<file path="config.mk">
export PLATFORM = sky130hd
export DESIGN_NAME = rx_desc_engine
export DESIGN_NICKNAME = d
export VERILOG_FILES = /design/src/rtl/rx_desc_engine.sv
export SDC_FILE = /design/constraint.sdc
export NUM_CORES = 1
export LEC_CHECK = 0
export ABC_CLOCK_PERIOD_IN_PS = 3200
export BUFFER_PORTS_ARGS = -buffer_cell sky130_fd_sc_hd__buf_2
export CAP_MARGIN = 0
export CORE_ASPECT_RATIO = 0.8
export CORE_MARGIN = 2
export CORE_UTILIZATION = 55
export DETAILED_ROUTE_END_ITERATION = 7
export GPL_TIMING_DRIVEN = 0
export PLACE_DENSITY = 0.75
export SKIP_LAST_GASP = 1
export SYNTH_ARGS = -nofsm -noshare
export SYNTH_HDL_FRONTEND = slang
export SYNTH_SLANG_ARGS = --single-unit
export TNS_END_PERCENT = 30
</file>
<file path="constraint.sdc">
create_clock -name clk -period 3.2 [get_ports clk]
set_input_delay 0.16 -clock clk [delete_from_list [all_inputs] [get_ports clk]]
set_output_delay 0.16 -clock clk [all_outputs]
set_load 0.1 [all_outputs]
</file>
<file path="src/rtl/rx_desc_engine.sv">
module rx_desc_engine #(
  parameter int ADDR_W = 32
) (
  input  logic              clk,
  input  logic              rst_n,
  input  logic              start,
  input  logic              poll,
  input  logic [ADDR_W-1:0] ring_base,
  output logic              mem_req,
  output logic              mem_we,
  output logic [ADDR_W-1:0] mem_addr,
  output logic [31:0]       mem_wdata,
  output logic [3:0]        mem_be,
  input  logic              mem_ack,
  input  logic [31:0]       mem_rdata,
  input  logic              in_valid,
  input  logic [7:0]        in_data,
  input  logic              in_sof,
  input  logic              in_eof,
  input  logic              in_err,
  input  logic              in_afail,
  output logic              in_ready,
  output logic              buf_unavail
);
  localparam int LEN_W = 14;
  localparam int BC_W  = 13;
  localparam logic [ADDR_W-1:0] STRIDE = ADDR_W'(16);

  typedef enum logic [3:0] {
    S_IDLE, S_RD0, S_RD1, S_RD2, S_RD3, S_STALL, S_SEL, S_DATA, S_WR, S_STAT
  } st_t;

  st_t st;
  logic [ADDR_W-1:0] base_q, desc_q, b1_q, w3_q, cur_q, nxt;
  logic [BC_W-1:0]   bc1_q, bc2_q, rem_q;
  logic              eor_q, chain_q;
  logic [1:0]        bidx_q;
  logic [LEN_W-1:0]  flen_q;
  logic              sof_q, last_q, err_q, afl_q;
  logic [7:0]        byte_q;
  logic [31:0]       stat_w;

  assign stat_w = {1'b0, last_q & afl_q, flen_q, last_q & err_q, 1'b0, 4'b0,
                   sof_q, last_q, 8'b0};
  assign nxt = eor_q ? base_q : (chain_q ? w3_q : desc_q + STRIDE);

  assign mem_req     = (st == S_RD0) || (st == S_RD1) || (st == S_RD2) ||
                       (st == S_RD3) || (st == S_WR) || (st == S_STAT);
  assign mem_we      = (st == S_WR) || (st == S_STAT);
  assign in_ready    = (st == S_DATA);
  assign buf_unavail = (st == S_STALL);

  always_comb begin
    mem_addr  = desc_q;
    mem_wdata = '0;
    mem_be    = 4'hF;
    case (st)
      S_RD1:  mem_addr = desc_q + ADDR_W'(4);
      S_RD2:  mem_addr = desc_q + ADDR_W'(8);
      S_RD3:  mem_addr = desc_q + ADDR_W'(12);
      S_WR: begin
        mem_addr  = cur_q;
        mem_wdata = {4{byte_q}};
        mem_be    = 4'b0001 << cur_q[1:0];
      end
      S_STAT: mem_wdata = stat_w;
      default: ;
    endcase
  end

  always_ff @(posedge clk or negedge rst_n) begin
    if (!rst_n) begin
      st <= S_IDLE;
      base_q <= '0; desc_q <= '0; b1_q <= '0; w3_q <= '0; cur_q <= '0;
      bc1_q <= '0; bc2_q <= '0; rem_q <= '0;
      eor_q <= 1'b0; chain_q <= 1'b0; bidx_q <= '0;
      flen_q <= '0; sof_q <= 1'b0; last_q <= 1'b0; err_q <= 1'b0; afl_q <= 1'b0;
      byte_q <= '0;
    end else begin
      case (st)
        S_IDLE: if (start) begin
          base_q <= ring_base;
          desc_q <= ring_base;
          st     <= S_RD0;
        end
        S_RD0: if (mem_ack) st <= mem_rdata[31] ? S_RD1 : S_STALL;
        S_RD1: if (mem_ack) begin
          bc1_q   <= mem_rdata[BC_W-1:0];
          bc2_q   <= mem_rdata[16 +: BC_W];
          eor_q   <= mem_rdata[15];
          chain_q <= mem_rdata[14];
          st      <= S_RD2;
        end
        S_RD2: if (mem_ack) begin
          b1_q <= mem_rdata[ADDR_W-1:0];
          st   <= S_RD3;
        end
        S_RD3: if (mem_ack) begin
          w3_q   <= mem_rdata[ADDR_W-1:0];
          bidx_q <= 2'd0;
          st     <= S_SEL;
        end
        S_STALL: if (poll) st <= S_RD0;
        S_SEL: begin
          case (bidx_q)
            2'd0: begin
              bidx_q <= 2'd1;
              if (bc1_q != '0) begin
                cur_q <= b1_q; rem_q <= bc1_q; st <= S_DATA;
              end
            end
            2'd1: begin
              bidx_q <= 2'd2;
              if (!chain_q && bc2_q != '0) begin
                cur_q <= w3_q; rem_q <= bc2_q; st <= S_DATA;
              end
            end
            default: st <= S_STAT;
          endcase
        end
        S_DATA: if (in_valid) begin
          byte_q <= in_data;
          if (in_sof) begin
            sof_q  <= 1'b1;
            flen_q <= '0;
          end
          if (in_eof) begin
            last_q <= 1'b1;
            err_q  <= in_err;
            afl_q  <= in_afail;
          end
          st <= S_WR;
        end
        S_WR: if (mem_ack) begin
          flen_q <= flen_q + LEN_W'(1);
          cur_q  <= cur_q + ADDR_W'(1);
          rem_q  <= rem_q - BC_W'(1);
          if (last_q)                 st <= S_STAT;
          else if (rem_q == BC_W'(1)) st <= S_SEL;
          else                        st <= S_DATA;
        end
        S_STAT: if (mem_ack) begin
          desc_q <= nxt;
          sof_q  <= 1'b0;
          if (last_q) begin
            last_q <= 1'b0;
            err_q  <= 1'b0;
            afl_q  <= 1'b0;
            flen_q <= '0;
          end
          st <= S_RD0;
        end
        default: st <= S_IDLE;
      endcase
    end
  end


  req_hold_chk: assert property (@(posedge clk) disable iff (!rst_n)
    mem_req && !mem_ack |=> mem_req && $stable(mem_addr) && $stable(mem_wdata)
                            && $stable(mem_be) && $stable(mem_we));

  read_align_chk: assert property (@(posedge clk) disable iff (!rst_n)
    mem_req && !mem_we |-> mem_addr[1:0] == 2'b00);

  park_entry_chk: assert property (@(posedge clk) disable iff (!rst_n)
    $rose(buf_unavail) |-> $past(mem_req && !mem_we && mem_ack && !mem_rdata[31]));

  park_hold_chk: assert property (@(posedge clk) disable iff (!rst_n)
    buf_unavail && !poll |=> buf_unavail);

  stat_release_chk: assert property (@(posedge clk) disable iff (!rst_n)
    mem_req && mem_we && mem_be == 4'hF |-> !mem_wdata[31]);

  err_last_chk: assert property (@(posedge clk) disable iff (!rst_n)
    mem_req && mem_we && mem_be == 4'hF && mem_wdata[15] |-> mem_wdata[8]);

  byte_lane_chk: assert property (@(posedge clk) disable iff (!rst_n)
    mem_req && mem_we && mem_be != 4'hF |-> $onehot(mem_be));
endmodule

</file>
==> results.json, run 1 <==
{
  "p_per_area_mw_per_mm2": 1168,
  "pwr-share-clk_pct": 14.3,
  "maxClockFrequency_mhz": 295.0,
  "num_io_pins": 154,
  "critPathKind": "reg2reg",
  "cts_sinks": 233,
  "vias_per_cell": 6.967,
  "drt_iter0_drc": 2369,
  "drc": 0,
  "dpl_worst_slack_ns": -0.9104,
  "grt_pass1_vias": 15108,
  "instances_no_fill": 2280,
  "wire_per_inst_um": 28.90,
  "nNetsFinal": 1996,
  "overflow": 0,
  "wl_mm": 65.89,
  "syn_area_per_cell_um2": 8.983,
  "relSlewSlack_pct": 23.73,
  "setup_ws_ns": -0.1901,
  "postRouteAntennaNets": 0,
  "synth_cells": 1613,
  "synth.top_cells.by_area": "dfrtp_1 40%, mux2_2 7.3%, nand2_1 4.6%, mux2_1 3.2%, a21oi_1 2.9%",
  "h-tree-depth": 1,
  "whs_ns": 0.07571,
  "swShare_pct": 53.16,
  "yosysTopAreaCell": "dfrtp_1",
  "clk_latency_ns": 0.57,
  "grt_max_degree": 124,
  "finalCritPeriodShare_pct": 105.9,
  "port_buffers": 153,
  "die_x_um": 185.5,
  "worst_ep_required_time_ns": 3.67,
  "hpwl_mm": 47.14,
  "cp_max_fo": 10,
  "yosys_warnings": 0,
  "vias": 15885,
  "die_h_um": 149.2,
  "synth_ff_type": "dfrtp_1",
  "yosysSeqAreaShare_pct": 40.24,
  "track_usage_pct": 47.49,
  "internal_power_mw": 9.972,
  "postLayoutCoreUtil_pct": 69.97,
  "power_frac_seq_pct": 27.7,
  "worst_pin_slew_ns": 1.140,
  "area_delta_synth_final_pct": 25.85,
  "final_cell_mix": "231 x dfrtp_1, 173 x nand2_1, 141 x buf_2, 104 x nor2_1, 94 x mux2_2",
  "switching_power_mw": 11.32,
  "core.rowCount": 53,
  "diodes": 0,
  "slew_viol_final": 0,
  "worstHoldPathType": "in2async",
  "hold_viol_final": 0,
  "ys_ff_latch": 233,
  "yosys.area.top_type_share_pct": 40.24,
  "dp_cells": 2125,
  "maxCapViolations": 0,
  "final_common_cell": "dfrtp_1",
  "rsz0062_at_grt": "yes",
  "cts_tree": "yes",
  "cts_buffers": 25,
  "finClkSkew_ns": 0.01168,
  "antenna_found_initial": 2,
  "combPwrFrac_pct": 58.1,
  "cp_data_arrival_time_ns": 3.86,
  "start_kind": "register",
  "coreArea_mm2": 0.02606,
  "setup_tns_ns": -3.460,
  "syn_nets": 1705,
  "worst_setup_path_end_kind": "register",
  "power_leakage_nw": 7.847,
  "finalCriticalPeriod_ns": 3.390,
  "clk_pin_slew_ns": 0.06,
  "clock_path_buffers": 3,
  "initial_utilization_pct": 55.60,
  "setup_viol": 46,
  "root_buffer": "clkbuf_16",
  "status": "finished, violations left",
  "firstDrtPassIters": 6,
  "synthDistinctLibCells": 87,
  "synth-async-reset-ratio_pct": 100.0,
  "vdd_drop_max_mv": 0.7738,
  "violations": "setup timing",
  "grt_pass1_wl_mm": 95.47,
  "synth-edff-count": 0,
  "drive_above_1_share_pct": 23.92,
  "gp_congestion": 1.039,
  "die-area_mm2": 0.02767,
  "syn_area_mm2": 0.01449
}
[Yosys cell counts (all sizes together) (5+ instances only)]
library cell,instances
o31ai,11
inv,28
nand3,65
dfrtp,233
o32ai,11
a22oi,17
a21o,21
mux2i,17
a31oi,47
or3,11
o31a,7
nand4,41
o311ai,5
and4,9
o22a,8
a211oi,13
a221o,11
nor4b,5
nor2b,7
nor3,41
nand2b,11
a22o,9
o221ai,9
nor4,22
nor2,110
o22ai,6
a21oi,84
mux2,135
and2,15
clkbuf,84
and3,18
xnor2,19
or2,5
o2bb2ai,5
nor3b,7
buf,57
o21ai,120
a221oi,15
ha,10
a31o,6
o211ai,17
xor2,8
nand2,179
a2bb2oi,6
[what timing repair did]
item	4_1_cts	5_1_grt
hold buffers	77	0
pin swaps	13	2
gates resized for setup	132	41
setup buffers	34	3
hold endpoints to repair	247	0
endpoints found under the setup margin	63	83
[critical path, cell delays in order, from the launching register on]
cell	delay (ns)
dfrtp_1	0.46
nor4_1	0.54
nand4_1	0.37
clkbuf_1	0.37
o221ai_2	0.71
clkbuf_1	0.57
o21ai_0	0.17
o21ai_0	0.11
[stage by stage]
step	cell area (µm²)	power (mW)
after floorplan	14490	13.13
after global placement	15710	16.25
after detailed placement	15770	16.46
after CTS	18120	20.55
after global routing	18240	21.88
final	18240	21.29
[kinds of logic after synthesis]
kind of cell	count (synthesis)	share of synthesized area [%]
AOI/OAI and AO/OA	463	21.52
and+or+nand+nor	559	19.13
muxes	152	11.67
buffers and inverters	169	4.948
xor gates and xnor gates	27	1.632
adders and majority gates	10	0.8636
DFF	233	40.24
[layer usage]
| layer | track usage, % | part of all wire [%] | vias up |
|---|---|---|---|
| met5 | 0 | 0.073 | - |
| met4 | 21.59 | 5.4 | 6 |
| met3 | 18.92 | 15 | 241 |
| met2 | 67.01 | 41 | 1339 |
| met1 | 63.99 | 38 | 7680 |
| li1 | - | - | 6619 |
[power by group through the flow]
stage | logic [mW] | registers (mW) | clock network [mW]
4_1_cts | 11.8 | 5.75 | 3.02
6_report | 12.4 | 5.89 | 3.04
5_1_grt | 12.8 | 5.96 | 3.15
3_5_place_dp | 10.7 | 5.78 | 0
2_1_floorplan | 8.03 | 5.10 | 0
3_3_place_gp | 10.5 | 5.72 | 0
[flip-flops by register name, summed over array words and instances, names as in the netlist, 2 cells and up]
register / flops
b1_q: 32
desc_q: 32
base_q: 32
st: 4
byte_q: 8
flen_q: 14
bidx_q: 2
rem_q: 13
bc1_q: 13
cur_q: 32
w3_q: 32
bc2_q: 13
[area by class of cell]
| class | count | area [µm²] |
|---|---|---|
| Timing Repair Buffer | 269 | 2106 |
| Fill cell | 1974 | 7826 |
| Tap cell | 357 | 446.7 |
| Inverter | 28 | 105.1 |
| Buffer | 136 | 673.1 |
| Sequential cell | 233 | 5833 |
| Clock inverter | 10 | 123.9 |
| Clock buffer | 36 | 716.9 |
| Multi-Input combinational cell | 1211 | 8230 |
[path summary, 6_finish.rpt]
| path | from | to | slack [ns] | cells past startpoint |
|---|---|---|---|---|
| setup / recovery | bidx_q[0] | cur_q[20] | -0.19 | 7 |
| hold / removal | rst_n | byte_q[5] | 0.08 | 2 |
| setup reg to reg | bidx_q[0] | cur_q[20] | -0.19 | 7 |
| hold reg to reg | base_q[8] | base_q[8] | 0.49 | 2 |
| max in group asynchronous | rst_n | base_q[8] | 1.85 | 4 |
| min in group clk | in_eof | last_q | 0.09 | 4 |
(Power assumes the default switching activity.)
==> run 2, diff against run 1 <==
--- a/config.mk
+++ b/config.mk
@@ -15,4 +15,5 @@
 export GPL_TIMING_DRIVEN = 0
 export PLACE_DENSITY = 0.75
+export REMOVE_ABC_BUFFERS = 1
 export SKIP_LAST_GASP = 1
 export SYNTH_ARGS = -nofsm -noshare
==> constraint.sdc (replaced) <==
create_clock -name clk -period 3.2 [get_ports clk]
set_input_delay 0.32 -clock clk [delete_from_list [all_inputs] [get_ports clk]]
set_output_delay 0.32 -clock clk [all_outputs]
set_load 0.1 [all_outputs]
==> run 2 against run 1 <==
The flow still finishes with violations (setup timing). Sequential power rose by 7.6%. Final cell count fell by 6.6%. Cell area fell by 2.0%. Die area did not move. Core utilization fell by 1.4 points. Fmax fell by 6.0%. Largest cell class unchanged. Largest power group unchanged.
==> results.json, run 2 (synthesis gave the netlist of run 1 again) <==
{
  "critPathKind": "reg2out",
  "die_x_um": 185.5,
  "coreArea_mm2": 0.02606,
  "drc": 0,
  "reg2reg_to": "afl_q",
  "root_buffer": "clkbuf_16",
  "firstDrtPassIters": 7,
  "setup_viol": 44,
  "postRouteAntennaNets": 0,
  "overflow": 0,
  "violations": "setup timing",
  "cts_buffers": 25,
  "die_h_um": 149.2,
  "area_delta_synth_final_pct": 23.29,
  "vdd_drop_max_mv": 0.8662,
  "p_per_area_mw_per_mm2": 1178,
  "h-tree-depth": 1,
  "track_usage_pct": 37.70,
  "worst_pin_slew_ns": 1.388,
  "final_cell_mix": "223 x dfrtp_1, 172 x nand2_1, 124 x buf_2, 106 x nor2_1, 94 x mux2_2",
  "setup_ws_ns": -0.4060,
  "hpwl_mm": 34.45,
  "clk_pin_slew_ns": 0.07,
  "drt_iter0_drc": 1811,
  "worst_ep_required_time_ns": 2.88,
  "drive_above_1_share_pct": 25.94,
  "hold_start": "ring_base[4]",
  "cts_tree": "yes",
  "num_io_pins": 154,
  "grt_max_degree": 104,
  "status": "finished, violations left",
  "startpoint": "st[3]",
  "wl_mm": 52.09,
  "clock_path_buffers": 3,
  "gp_congestion": 0.9483,
  "finalCriticalPeriod_ns": 3.606,
  "cp-endpoint": "mem_addr[18]",
  "r2r_slack_ns": -0.21,
  "final_common_cell": "dfrtp_1",
  "nNetsFinal": 1846,
  "maxClockFrequency_mhz": 277.3,
  "cp_data_arrival_time_ns": 3.29,
  "finalCritPeriodShare_pct": 112.7,
  "cts_sinks": 233,
  "hold_viol_final": 0,
  "whs_ns": 0.006523,
  "worstHoldPathType": "in2reg",
  "maxCapViolations": 0,
  "start_kind": "register",
  "die-area_mm2": 0.02767,
  "rr_startpoint": "st[3]",
  "power_leakage_nw": 7.640,
  "grt_pass1_wl_mm": 79.78,
  "slew_viol_final": 0,
  "clk_latency_ns": 0.57,
  "wire_per_inst_um": 24.46,
  "finClkSkew_ns": 0.02095,
  "worst_setup_path_end_kind": "output pin",
  "vias": 14426,
  "grt_pass1_vias": 13757,
  "relSlewSlack_pct": 7.221,
  "cp_max_fo": 7,
  "reg2regPathDepth": 8,
  "antenna_found_initial": 1,
  "rsz0062_at_grt": "yes",
  "diodes": 0,
  "core.rowCount": 53,
  "p_total_mw": 21.04,
  "vias_per_cell": 6.773,
  "initial_utilization_pct": 55.60,
  "port_buffers": 153
}
[run 2: cell types whose count changed in the layout (fill, tap and decap cells not counted), sizes merged]
| cell | change |
|---|---|
| clkbuf | -108 |
| bufinv | +3 |
| clkinv | -2 |
| inv | +3 |
| clkinvlp | +4 |
| dlygate4sd3 | -49 |
| buf | -1 |
[run 2: stage by stage]
step,std cells,worst slack (ns),instance area (µm²),utilization (%),setup TNS (ns)
after global placement,1982,-6.123,15090,57.90,-1405.56
after floorplan,1472,-4.093,13880,-,-365.32
after global routing,2130,-0.4235,17860,68.54,-11.75
after CTS,2124,-0.3823,17650,67.71,-6.105
final,2130,-0.4060,17860,68.54,-8.741
after detailed placement,2000,-0.9411,15500,59.47,-31.73
[run 2: cell type report]
class | count | area [µm²]
multi-input cells | 1211 | 8434
flip-flops and latches | 233 | 5853
inverters | 28 | 105.1
repair buffers | 255 | 2113
clock inverters | 18 | 264.0
fillers | 2017 | 8198
clock buffers | 28 | 646.9
well taps | 357 | 446.7
[run 2: critical path: stages, from the launching register on]
cell	delay, ns
dfrtp_4	0.53
or4b_4	0.63
xnor2_4	0.17
ha_4	0.22
a21o_4	0.24
o22ai_4	0.24
buf_6	0.15
a2111oi_4	0.03
o22ai_2	0.27
buf_12	0.22
[run 2: worst min path at each step]
stage | endpoint | slack, ns | cells past startpoint
final | base_q[4] | 0.007 | 2
after global routing | base_q[2] | 0.008 | 2
after CTS | base_q[2] | 0.002 | 2
after detailed placement | base_q[10] | 0.24 | 1
after global placement | base_q[7] | 0.46 | 2
after floorplan | afl_q | 0.02 | 0
[run 2: repair_timing]
| item | CTS | global route |
|---|---|---|
| hold buffers | 28 | 0 |
| resized for setup | 144 | 34 |
| endpoints found under the hold margin | 75 | 0 |
| setup buffers | 50 | 6 |
| endpoints found under the setup margin | 120 | 63 |
| pin swaps | 23 | 19 |
[run 2: routing by layer]
metal	global-route usage, %	vias to the layer above	part of all wire [%]
li1	-	6292	-
met1	53.92	7034	41
met2	56.40	943	44
met3	7.788	155	11
met4	14.17	2	3.7
met5	0	-	0.025
[run 2: power breakdown]
part	leakage, nW	total (mW)	internal, mW	switching (mW)
sequential	2.83	6.34	4.34	2.00
clock	0.425	3.26	1.90	1.37
combinational	4.39	11.4	4.14	7.31
total	7.64	21.0	10.4	10.7
